--- src/rtl/psc_pkg.sv ---
package psc_pkg;

    typedef enum logic [2:0] {
        ST_IDLE,
        ST_FETCH,
        ST_EVAL,
        ST_STORE,
        ST_DONE
    } seq_state_e;

    typedef enum logic [2:0] {
        OP_RD_DIRECT,
        OP_RD_REBUILD,
        OP_WR_RMW,
        OP_WR_PARITY,
        OP_WR_DATA
    } op_kind_e;

    // Choose the access pattern from the command and where the failure sits.
    function automatic op_kind_e classify_op(input logic is_write,
                                             input logic hits_target,
                                             input logic hits_parity);
        op_kind_e k;
        if (!is_write)
            k = hits_target ? OP_RD_REBUILD : OP_RD_DIRECT;
        else if (hits_target)
            k = OP_WR_PARITY;
        else if (hits_parity)
            k = OP_WR_DATA;
        else
            k = OP_WR_RMW;
        return k;
    endfunction

    function automatic logic op_skips_fetch(input op_kind_e k);
        return k == OP_WR_DATA;
    endfunction

    function automatic logic op_is_read(input op_kind_e k);
        return (k == OP_RD_DIRECT) || (k == OP_RD_REBUILD);
    endfunction

endpackage

--- src/rtl/psc_stripe_map.sv ---
module psc_stripe_map #(
    parameter int NDISK = 5,
    parameter int LBA_W = 8,
    parameter int DW    = 3
) (
    input  logic [LBA_W-1:0] lba,
    output logic [LBA_W-1:0] stripe,
    output logic [DW-1:0]    par_disk,
    output logic [DW-1:0]    dat_disk
);
    localparam int NDATA = NDISK - 1;

    logic [LBA_W-1:0] slot;
    logic [LBA_W-1:0] turn;

    always_comb begin
        stripe   = lba / LBA_W'(NDATA);
        slot     = lba % LBA_W'(NDATA);
        turn     = stripe % LBA_W'(NDISK);
        par_disk = DW'(NDISK - 1) - DW'(turn);
        if (DW'(slot) < par_disk)
            dat_disk = DW'(slot);
        else
            dat_disk = DW'(slot) + DW'(1);
    end

endmodule

--- src/rtl/psc_masked_xor.sv ---
module psc_masked_xor #(
    parameter int NDISK = 5,
    parameter int BLK_W = 32
) (
    input  logic [NDISK*BLK_W-1:0] blocks,
    input  logic [NDISK-1:0]       sel,
    input  logic [BLK_W-1:0]       seed,
    output logic [BLK_W-1:0]       result
);
    always_comb begin
        result = seed;
        for (int d = 0; d < NDISK; d++) begin
            if (sel[d])
                result = result ^ blocks[d*BLK_W +: BLK_W];
        end
    end
endmodule

--- src/rtl/psc_stripe_ctrl.sv ---
module psc_stripe_ctrl
    import psc_pkg::*;
#(
    parameter int NDISK = 5,
    parameter int BLK_W = 32,
    parameter int LBA_W = 8,
    localparam int DW   = $clog2(NDISK)
) (
    input  logic                   clk,
    input  logic                   rst,
    input  logic                   cmd_valid,
    input  logic                   cmd_write,
    input  logic [LBA_W-1:0]       cmd_lba,
    input  logic [BLK_W-1:0]       cmd_wdata,
    input  logic                   fail_en,
    input  logic [DW-1:0]          fail_id,
    output logic                   busy,
    output logic                   done,
    output logic [BLK_W-1:0]       rd_data,
    output logic [LBA_W-1:0]       dsk_addr,
    output logic [NDISK-1:0]       dsk_rd,
    output logic [NDISK-1:0]       dsk_wr,
    output logic [NDISK*BLK_W-1:0] dsk_wdata,
    input  logic [NDISK*BLK_W-1:0] dsk_rdata
);
    seq_state_e       state_q;
    op_kind_e         op_q;
    op_kind_e         op_next;
    logic             accept;

    logic [LBA_W-1:0] map_stripe;
    logic [DW-1:0]    map_par;
    logic [DW-1:0]    map_dat;

    logic [LBA_W-1:0] stripe_q;
    logic [DW-1:0]    tgt_q;
    logic [DW-1:0]    par_q;
    logic [DW-1:0]    fail_q;
    logic             fail_en_q;
    logic [BLK_W-1:0] wdata_q;
    logic [BLK_W-1:0] newpar_q;
    logic [BLK_W-1:0] rd_data_q;

    logic [NDISK-1:0] tgt_bit;
    logic [NDISK-1:0] par_bit;
    logic [NDISK-1:0] fail_bit;
    logic [NDISK-1:0] fetch_mask;
    logic [NDISK-1:0] store_mask;

    logic [BLK_W-1:0] fold_seed;
    logic [BLK_W-1:0] fold_out;

    psc_stripe_map #(
        .NDISK (NDISK),
        .LBA_W (LBA_W),
        .DW    (DW)
    ) u_map (
        .lba      (cmd_lba),
        .stripe   (map_stripe),
        .par_disk (map_par),
        .dat_disk (map_dat)
    );

    assign accept  = (state_q == ST_IDLE) && cmd_valid;
    assign op_next = classify_op(cmd_write,
                                 fail_en && (fail_id == map_dat),
                                 fail_en && (fail_id == map_par));

    assign tgt_bit  = NDISK'(1) << tgt_q;
    assign par_bit  = NDISK'(1) << par_q;
    assign fail_bit = fail_en_q ? (NDISK'(1) << fail_q) : '0;

    // Which disks are read, and which are written, for each kind of operation.
    always_comb begin
        fetch_mask = '0;
        store_mask = '0;
        unique case (op_q)
            OP_RD_DIRECT:  fetch_mask = tgt_bit;
            OP_RD_REBUILD: fetch_mask = ~fail_bit;
            OP_WR_RMW: begin
                fetch_mask = tgt_bit | par_bit;
                store_mask = tgt_bit | par_bit;
            end
            OP_WR_PARITY: begin
                fetch_mask = ~fail_bit & ~par_bit;
                store_mask = par_bit;
            end
            OP_WR_DATA:    store_mask = tgt_bit;
            default: begin
                fetch_mask = '0;
                store_mask = '0;
            end
        endcase
    end

    assign fold_seed = op_is_read(op_q) ? '0 : wdata_q;

    psc_masked_xor #(
        .NDISK (NDISK),
        .BLK_W (BLK_W)
    ) u_fold (
        .blocks (dsk_rdata),
        .sel    (fetch_mask),
        .seed   (fold_seed),
        .result (fold_out)
    );

    always_ff @(posedge clk) begin
        if (rst) begin
            state_q   <= ST_IDLE;
            op_q      <= OP_RD_DIRECT;
            stripe_q  <= '0;
            tgt_q     <= '0;
            par_q     <= '0;
            fail_q    <= '0;
            fail_en_q <= 1'b0;
            wdata_q   <= '0;
            newpar_q  <= '0;
            rd_data_q <= '0;
        end else begin
            unique case (state_q)
                ST_IDLE: begin
                    if (accept) begin
                        op_q      <= op_next;
                        stripe_q  <= map_stripe;
                        tgt_q     <= map_dat;
                        par_q     <= map_par;
                        fail_q    <= fail_id;
                        fail_en_q <= fail_en;
                        wdata_q   <= cmd_wdata;
                        state_q   <= op_skips_fetch(op_next) ? ST_STORE : ST_FETCH;
                    end
                end
                ST_FETCH: state_q <= ST_EVAL;
                ST_EVAL: begin
                    if (op_is_read(op_q)) begin
                        rd_data_q <= fold_out;
                        state_q   <= ST_DONE;
                    end else begin
                        newpar_q  <= fold_out;
                        state_q   <= ST_STORE;
                    end
                end
                ST_STORE: state_q <= ST_DONE;
                ST_DONE:  state_q <= ST_IDLE;
                default:  state_q <= ST_IDLE;
            endcase
        end
    end

    assign busy     = (state_q != ST_IDLE);
    assign done     = (state_q == ST_DONE);
    assign rd_data  = rd_data_q;
    assign dsk_addr = stripe_q;

    for (genvar d = 0; d < NDISK; d++) begin : g_port
        assign dsk_rd[d] = (state_q == ST_FETCH) && fetch_mask[d];
        assign dsk_wr[d] = (state_q == ST_STORE) && store_mask[d];
        assign dsk_wdata[d*BLK_W +: BLK_W] = par_bit[d] ? newpar_q : wdata_q;
    end

endmodule

--- config.mk ---
export PLATFORM = sky130hd
export DESIGN_NAME = psc_stripe_ctrl
export DESIGN_NICKNAME = d
export VERILOG_FILES = /design/src/rtl/psc_pkg.sv /design/src/rtl/psc_stripe_map.sv /design/src/rtl/psc_masked_xor.sv /design/src/rtl/psc_stripe_ctrl.sv
export SDC_FILE = /design/constraint.sdc
export NUM_CORES = 1
export LEC_CHECK = 0
export BUFFER_PORTS_ARGS = -buffer_cell sky130_fd_sc_hd__buf_4
export CAP_MARGIN = 30
export CORE_AREA = 2 2 165 167
export CTS_BUF_LIST = sky130_fd_sc_hd__clkbuf_8
export DETAILED_ROUTE_END_ITERATION = 8
export DIE_AREA = 0 0 167 169
export HOLD_SLACK_MARGIN = 0.08
export PLACE_DENSITY = 0.67
export SLEW_MARGIN = 10
export SYNTH_ARGS = -nofsm -noshare
export SYNTH_HDL_FRONTEND = slang
export SYNTH_HIERARCHICAL = 1
export SYNTH_SLANG_ARGS = --single-unit
--- constraint.sdc ---
create_clock -name clk -period 7.3 [get_ports clk]
set_input_delay 0.73 -clock clk [delete_from_list [all_inputs] [get_ports clk]]
set_output_delay 0.73 -clock clk [all_outputs]
set_load 0.01 [all_outputs]
==> impl_metrics.ini, run 1 <==
[synth]
syn-cell-area_um2 = 10400
yosys.area.top_type_share_pct = 23.1
syn_area_per_cell_um2 = 8.16
yosysWarnings = 6
synth_cell_type_count = 73
synth_largest_area_cell = dfxtp_1
synthArstFlopShare_pct = 0
synth-edff-count = 0
synth.ff_latch_count = 120
synth_area_leaders = dfxtp_1 (23%), nand2_1 (14%), mux2_2 (11%)
seq_area_frac_synth_pct = 23.1
postSynthCellCount = 1272
synth-main-ff-cell = dfxtp_1

[placed_design]
place.gp.congestion = 0.863
preCtsSetupSlack_ns = 0.368
dp_hpwl_mm = 29.6
placed_area_um2 = 13600
numPortBuffers = 419

[route]
wl_mm = 39.5
viasPerCell = 5.22
ant_nets = 0
via_count = 10400
drt-pass1-iter-count = 5
drt_iter0_drc = 789
route.detailed.drc = 0
detail_route.wl_per_cell_um = 19.9

[clock_network]
cts_resized = 0
post_cts.repair.setup_buffers = 0
cts_tree = built
clkLatencyLatePin_ns = 0.45
cts-root-buf = clkbuf_8
cts_max_level = 4
cts_max_path_buffers = 2
numCtsBuffers = 17
clkTransAtPathRegs_ns = 0.09
cts_sinks = 120
cts_hold_buf = 0

[critical_path]
r2r_end = newpar_q[0]
timing.rr.start = par_q[1]
path_class = in2reg
worst_setup_path_end_kind = register
crit_path_max_fanout = 11
cp_top_family = simple AND/OR/NAND/NOR gates
crit_path_start_kind = input pin
cp_slowest_stage_delay_ns = 0.42
cp_slowest_cell = nor2_1
reg2reg_depth = 11
critPathMostFrequentCell = ha_1
critPathRequiredTime_ns = 7.64
critPathBufInv = 2
reg2reg_slack_ns = 3.27
critical_path_arrival_ns = 7.01

[timing]
rsz0062_at_grt = no
layout_min_cycle_time_ns = 6.66
finalSetupViolations = 0
fin_ws_ns = 0.636
relSlewSlack_pct = 37.9
worst_hold_slack_ns = 0.457
skew_ns = 0.0192
fin_setup_tns_ns = 0
max_freq_mhz = 150
tightestPinTransition_ns = 0.932
hold_violations = 0
drv_slew = 0
fin_crit_sh_pct = 91.3

[cells_and_area]
layout-drive-gt1-share_pct = 38.2
seq_area_um2 = 2400
nNetsFinal = 1846
area_delta_synth_final_pct = 35.5
mostFrequentLayoutCells = buf_4 (434), nand2_1 (399), a21oi_1 (128)
n_fill_cell = 2569
diodes = 0
final_area_um2 = 14100
multi_input_comb_area_um2 = 7460
final_common_cell = buf_4
fin_util_pct = 53.1

[global_route]
grt_overflow = 0
grt.total_usage_pct = 26.7
grt_pass1_wl_mm = 58.6
grt_max_degree = 62
grt_pass1_vias = 9799
antenna_found_initial = 0

[floorplan]
die-area_um2 = 28200
initial_utilization_pct = 39.2
ioPinCount = 420
die_h_um = 169
rows = 60
core_um2 = 26500
dieWidth_um = 167

[power_and_ir_drop]
total_leakage_power_nw = 6.50
vdd_drop_max_mv = 0.105
power_density_nw_per_um2 = 204

[run]
drv_cap = 0

[min_path]
min_to = rd_data[9]
hold_depth = 2
hold_class = reg2reg
min-delay-start = rd_data[9]

[outcome]
status = complete, no violations
[metrics by stage]
| step | power [W] | instances |
|---|---|---|
| floorplan | 0.00172 | 1273 |
| global placement | 0.00216 | 1951 |
| detailed placement | 0.00217 | 1952 |
| CTS | 0.00288 | 1984 |
| global route | 0.00301 | 1984 |
| finish | 0.00287 | 1984 |
[report_power, final]
group | internal [W] | switching, W
Sequential | 0.000692 | 0.0000636
Combinational | 0.000721 | 0.000694
Clock | 0.000394 | 0.000304
[logic make-up after synthesis]
family	Yosys count	share of synthesized area, %
simple gates	535	22.9
compound gates	188	10.7
mux	171	18.6
xor+xnor	140	18.2
flops	120	23.1
buf+inv	108	5.44
fa+ha+maj	9	1.07
other cells	1	0.0361
[flip-flops by register name (all words and copies together) (netlist names)]
| register | count |
|---|---|
| par_q | 3 |
| rd_data | 32 |
| dsk_addr | 8 |
| fail_q | 3 |
| fail_en_q | 1 |
| state_q | 3 |
| newpar_q | 32 |
| op_q | 3 |
| wdata_q | 32 |
| tgt_q | 3 |
[area by class of cell]
class                           instances  share of cell area, %
Clock buffer                           19                   1.86
Clock inverter                         13                   1.36
Inverter                               11                  0.294
Multi-Input combinational cell       1045                   53.0
Sequential cell                       120                   17.1
Tap cell                              341                   3.03
Timing Repair Buffer                  435                   23.4
[synth_stat cells, types with 5 or more instances]
cell type / instances
mux2_2: 103
xnor2_1: 41
xnor3_1: 32
mux2_1: 59
nor2b_1: 36
clkbuf_1: 33
nor2_1: 28
xnor2_2: 30
mux2i_1: 8
ha_1: 8
dfxtp_1: 120
xor2_1: 37
o21ai_0: 16
nand2b_1: 8
nor3_1: 13
inv_1: 11
nand2_1: 400
a21oi_1: 128
nand3_1: 6
buf_4: 17
buf_6: 6
or3_1: 5
buf_2: 40
[metal layers]
| layer | vias up | track usage (%) | wire, µm |
|---|---|---|---|
| met2 | 376 | 46.0 | 19600 |
| met1 | 4922 | 33.3 | 16200 |
| met3 | 58 | 5.33 | 2550 |
| li1 | 5002 | - | - |
| met5 | - | 0 | 0 |
| met4 | 0 | 9.18 | 1140 |
[worst reg2reg max path, stage by stage (launching register included)]
cell	delay, ns
dfxtp_1	0.56
nor3b_4	0.74
buf_4	0.49
o2bb2ai_1	0.17
mux2i_1	0.15
nor2_2	0.14
buf_4	0.37
nand2_1	0.13
xnor2_1	0.44
xnor3_1	0.54
nand2_1	0.08
a21oi_1	0.06
[how the worst max path moves through the flow]
| stage | to | from | cells after the start |
|---|---|---|---|
| detailed placement | state_q[1] | cmd_lba[6] | 27 |
| floorplan | state_q[1] | cmd_lba[6] | 28 |
| finish | state_q[1] | cmd_lba[6] | 27 |
| CTS | state_q[1] | cmd_lba[6] | 27 |
| global placement | state_q[1] | cmd_lba[6] | 27 |
| global route | state_q[1] | cmd_lba[6] | 27 |
Power figures use the tool's default switching activity.
==> run 2, diff against run 1 <==
--- a/config.mk
+++ b/config.mk
@@ -7,12 +7,13 @@
 export LEC_CHECK = 0
 export BUFFER_PORTS_ARGS = -buffer_cell sky130_fd_sc_hd__buf_4
 export CAP_MARGIN = 30
-export CORE_AREA = 2 2 165 167
+export CORE_ASPECT_RATIO = 0.5
+export CORE_MARGIN = 1
+export CORE_UTILIZATION = 42
 export CTS_BUF_LIST = sky130_fd_sc_hd__clkbuf_8
 export DETAILED_ROUTE_END_ITERATION = 8
-export DIE_AREA = 0 0 167 169
 export HOLD_SLACK_MARGIN = 0.08
-export PLACE_DENSITY = 0.67
+export PLACE_DENSITY = 0.71
 export SLEW_MARGIN = 10
 export SYNTH_ARGS = -nofsm -noshare
 export SYNTH_HDL_FRONTEND = slang
==> run 2 against run 1 <==
Sequential power about the same. Fmax decreased by 2.3%. Clock power increased by 3%. Clock-buffer cell count decreased by 1. Sequential cell count unchanged. Sequential share of layout area decreased by 0.11 points. Critical endpoint unchanged. Wire length decreased by 2.0%. Register-to-register slack improved by 0.26 ns. Setup slack got worse by 0.16 ns.
==> impl_metrics.ini, run 2 (same netlist as run 1, synthesis figures left out) <==
[min_path]
hold_depth = 2
hold_class = reg2reg
min-delay-start = rd_data[15]
min_to = rd_data[15]

[clock_network]
cts_hold_buf = 0
cts_sinks = 120
cts_max_path_buffers = 2
cts_tree = built
clkLatencyLatePin_ns = 0.45
post_cts.repair.setup_buffers = 0
cts-root-buf = clkbuf_8
clkTransAtPathRegs_ns = 0.08
cts_max_level = 4
cts_resized = 0
numCtsBuffers = 17

[global_route]
grt_max_degree = 65
grt_pass1_vias = 10100
grt_pass1_wl_mm = 57.7
grt.total_usage_pct = 29.4
antenna_found_initial = 0
grt_overflow = 0

[timing]
finalSetupViolations = 0
rsz0062_at_grt = no
hold_violations = 0
relSlewSlack_pct = 34.2
drv_slew = 0
fin_setup_tns_ns = 0
layout_min_cycle_time_ns = 6.82
skew_ns = 0.0155
fin_crit_sh_pct = 93.4
max_freq_mhz = 147
tightestPinTransition_ns = 0.984

[critical_path]
cp_top_family = simple AND/OR/NAND/NOR gates
path_class = in2reg
critPathMostFrequentCell = ha_1
crit_path_start_kind = input pin
r2r_end = rd_data[27]
reg2reg_slack_ns = 3.53
critPathBufInv = 2
cp_slowest_cell = nor2_1
critPathRequiredTime_ns = 7.63
reg2reg_depth = 10
cp_slowest_stage_delay_ns = 0.39
timing.rr.start = par_q[1]
worst_setup_path_end_kind = register
critical_path_arrival_ns = 7.15
crit_path_max_fanout = 11

[power_and_ir_drop]
total_leakage_power_nw = 6.53
power_density_nw_per_um2 = 204
p_int_w = 0.00184
sw_frac_of_total_pct = 36.3
vdd_drop_max_mv = 0.104
power_switching_w = 0.00105
p_seq_share_pct = 26.3
p_comb_share_pct = 48.8
p_clk_share_pct = 24.9

[route]
detail_route.wl_per_cell_um = 19.5
drt_iter0_drc = 864
via_count = 10600
route.detailed.drc = 0
wl_mm = 38.7
drt-pass1-iter-count = 5
ant_nets = 0
viasPerCell = 5.34

[outcome]
status = complete, no violations

[floorplan]
core_um2 = 24100
die_h_um = 113
dieWidth_um = 224
ioPinCount = 420
rows = 40
initial_utilization_pct = 43.0
die-area_um2 = 25400

[cells_and_area]
nNetsFinal = 1847
area_delta_synth_final_pct = 36.4
diodes = 0
mostFrequentLayoutCells = buf_4 (430), nand2_1 (399), a21oi_1 (128)
final_common_cell = buf_4
n_fill_cell = 2242
layout-drive-gt1-share_pct = 38.1
final_area_um2 = 14200

[run]
drv_cap = 0

[placed_design]
place.gp.congestion = 0.901
dp_hpwl_mm = 28.6
placed_area_um2 = 13600
numPortBuffers = 419
## run 2: cell count changes in the layout (fill, tap and decap cells not counted), moves of 2 or more
cell,before,now
inv_6,3,1
buf_4,434,430
nor2_4,2,5
clkinvlp_4,3,5
nor2_2,4,1
buf_12,0,2
## run 2: worst max-delay path by stage
stage / end / depth (start not counted) / startpoint
final: state_q[1] / 27 / cmd_lba[6]
after global routing: state_q[1] / 27 / cmd_lba[6]
after CTS: state_q[1] / 27 / cmd_lba[6]
after detailed placement: state_q[1] / 27 / cmd_lba[6]
after global placement: state_q[1] / 27 / cmd_lba[6]
after floorplan: state_q[1] / 28 / cmd_lba[6]
## run 2: stage by stage
step	hold slack (ns)	total power [W]	utilization [%]	std cells	setup slack, ns
floorplan	0.445	0.00172	-	1273	0.790
CTS	0.460	0.00287	58.3	1976	0.716
detailed placement	0.449	0.00215	56.4	1944	0.247
global route	0.473	0.00302	58.7	1980	0.0629
finish	0.454	0.00288	58.7	1980	0.479
global placement	0.444	0.00212	56.2	1942	0.529
## run 2: power groups by stage
stage	sequential, W	combinational, W	clock [W]
finish	0.000759	0.00141	0.000717
global route	0.000765	0.00150	0.000758
CTS	0.000757	0.00139	0.000729
detailed placement	0.000772	0.00138	0
global placement	0.000767	0.00135	0
floorplan	0.000738	0.000979	0
## run 2: tightest hold or removal path, stage by stage (launching register included)
cell	delay (ns)
dfxtp_1	0.31
nand2_1	0.05
a21oi_1	0.05
## run 2: layer usage
layer	track usage (%)	vias to the layer above	wire length, µm
met5	0	-	0
met3	4.60	51	2380
met2	49.4	370	18500
met4	6.98	0	650
li1	-	4999	-
met1	39.5	5152	17200
## run 2: cell type report
cell class              instances  area, µm²  area share (%)
clock buffers                  18        248            1.75
inverters                      11       41.3           0.292
clock inverters                14        223            1.57
repair buffers                436       3350            23.7
flip-flops and latches        120       2400            17.0
multi-input cells            1045       7470            52.8
well taps                     336        420            2.97
==> run 3, diff against run 2 <==
--- a/config.mk
+++ b/config.mk
@@ -5,15 +5,13 @@
 export SDC_FILE = /design/constraint.sdc
 export NUM_CORES = 1
 export LEC_CHECK = 0
-export BUFFER_PORTS_ARGS = -buffer_cell sky130_fd_sc_hd__buf_4
 export CAP_MARGIN = 30
-export CORE_ASPECT_RATIO = 0.5
-export CORE_MARGIN = 1
-export CORE_UTILIZATION = 42
+export CORE_AREA = 2 2 165 167
 export CTS_BUF_LIST = sky130_fd_sc_hd__clkbuf_8
 export DETAILED_ROUTE_END_ITERATION = 8
+export DIE_AREA = 0 0 167 169
+export DONT_BUFFER_PORTS = 1
 export HOLD_SLACK_MARGIN = 0.08
-export PLACE_DENSITY = 0.71
 export SLEW_MARGIN = 10
 export SYNTH_ARGS = -nofsm -noshare
 export SYNTH_HDL_FRONTEND = slang
==> run 3 against run 2 <==
Sequential power grew 1%. Die area up 11%. Global-route usage fell by 5.7 points. Total power fell by 11%. Final area shrank 23%. Final cell count is 21% lower. Sequential cell count is the same. Critical path depth shrank 1. Clock skew grew 0.0030 ns. Via count down 17%. Fmax is 6.0% higher.
==> impl_metrics.ini, run 3 (same netlist as run 1, synthesis figures left out) <==
[timing]
rsz0062_at_grt = no
max_freq_mhz = 155
skew_ns = 0.0184
fin_crit_sh_pct = 88.1
layout_min_cycle_time_ns = 6.43
fin_setup_tns_ns = 0
finalSetupViolations = 0
drv_slew = 0
fin_ws_ns = 0.867
tightestPinTransition_ns = 0.968
hold_violations = 0
relSlewSlack_pct = 35.3

[cells_and_area]
mostFrequentLayoutCells = nand2_1 (399), a21oi_1 (128), dfxtp_1 (120)
final_common_cell = nand2_1
nNetsFinal = 1426
area_delta_synth_final_pct = 4.99
layout-drive-gt1-share_pct = 16.9

[critical_path]
critPathMostFrequentCell = ha_1
cp_slowest_cell = or3b_1
critPathRequiredTime_ns = 7.61
path_class = in2reg
cp_slowest_stage_delay_ns = 0.43
reg2reg_slack_ns = 3.73
crit_path_max_fanout = 11
critical_path_arrival_ns = 6.75
crit_path_start_kind = input pin
worst_setup_path_end_kind = register

[power_and_ir_drop]
vdd_drop_max_mv = 0.118
power_density_nw_per_um2 = 236
power_switching_w = 0.00101
p_int_w = 0.00156
p_seq_share_pct = 29.9
p_comb_share_pct = 45.0
total_leakage_power_nw = 4.36
p_clk_share_pct = 25.1
sw_frac_of_total_pct = 39.3

[run]
drv_cap = 0

[floorplan]
ioPinCount = 420
core_um2 = 26500
die_h_um = 169
initial_utilization_pct = 39.2
rows = 60
die-area_um2 = 28200
dieWidth_um = 167

[placed_design]
place.gp.congestion = 0.840
dp_hpwl_mm = 25.7
numPortBuffers = 0
preCtsSetupSlack_ns = 0.523

[clock_network]
clkLatencyLatePin_ns = 0.44
cts_max_level = 4
cts-root-buf = clkbuf_8
post_cts.repair.setup_buffers = 0
cts_hold_buf = 0
clkTransAtPathRegs_ns = 0.07
cts_resized = 0
cts_sinks = 120
cts_max_path_buffers = 2
cts_tree = built
numCtsBuffers = 17

[route]
drt_iter0_drc = 598
ant_nets = 0
via_count = 8763
detail_route.wl_per_cell_um = 22.7
drt-pass1-iter-count = 7
wl_mm = 35.6
route.detailed.drc = 0
viasPerCell = 5.59

[global_route]
grt_pass1_wl_mm = 51.2
grt_pass1_vias = 8026
grt_max_degree = 122
grt_overflow = 0
grt.total_usage_pct = 23.6
antenna_found_initial = 4

[min_path]
hold_class = in2reg

[outcome]
status = complete, no violations
run 3: cell types whose count changed in the layout (fill, tap and decap cells not counted), sizes merged:
cell	before	now
buf	436	15
clkinvlp	5	2
inv	12	20
bufinv	5	2
clkinv	3	2
diode	0	3
clkbuf	18	17
run 3: power groups by stage:
stage | combinational (W) | sequential (W) | clock [W]
CTS | 0.00115 | 0.000766 | 0.000674
global placement | 0.00114 | 0.000779 | 0
detailed placement | 0.00115 | 0.000781 | 0
finish | 0.00116 | 0.000768 | 0.000646
global route | 0.00123 | 0.000774 | 0.000703
floorplan | 0.000979 | 0.000738 | 0
run 3: final cells by class:
class | instances | area [µm²]
antenna | 3 | 7.51
timing repair buffer | 15 | 145
clock inverter | 15 | 181
multi-input combinational | 1045 | 7460
tap | 341 | 427
fill | 2709 | 15600
clock buffer | 17 | 234
sequential | 120 | 2400
inverter | 11 | 41.3
run 3: worst paths after layout:
path,from,endpoint,depth (start not counted)
min,rst,wdata_q[27],1
max reg2reg,par_q[0],newpar_q[7],9
min reg2reg,fail_en_q,fail_en_q,2
max,cmd_lba[6],state_q[1],26
run 3: routing by layer:
layer	part of all wire, %	vias to the layer above	track usage (%)
li1	-	4178	-
met1	40	4160	28.9
met2	49	382	40.2
met3	8.1	41	6.52
met4	2.6	2	7.83
met5	0.036	-	0
run 3: stage by stage:
| step | cell area (µm²) | power (W) | util, % | hold slack, ns | cells |
|---|---|---|---|---|---|
| 2_1_floorplan | 10400 | 0.00172 | - | 0.445 | 1273 |
| 3_3_place_gp | 10400 | 0.00192 | 39.3 | 0.448 | 1530 |
| 3_5_place_dp | 10400 | 0.00193 | 39.4 | 0.456 | 1531 |
| 4_1_cts | 10900 | 0.00259 | 41.0 | 0.331 | 1563 |
| 5_1_grt | 10900 | 0.00271 | 41.1 | 0.335 | 1566 |
| 6_report | 10900 | 0.00257 | 41.1 | 0.382 | 1567 |
run 3: critical path, delay by kind of cell:
| kind | cells | cell delay (ns) |
|---|---|---|
| AOI/OAI and AO/OA | 7 | 1.54 |
| adders and majority gates | 5 | 1.43 |
| buffers and inverters | 1 | 0.05 |
| muxes | 2 | 0.47 |
| xor gates and xnor gates | 3 | 0.66 |
| and+or+nand+nor | 8 | 1.85 |
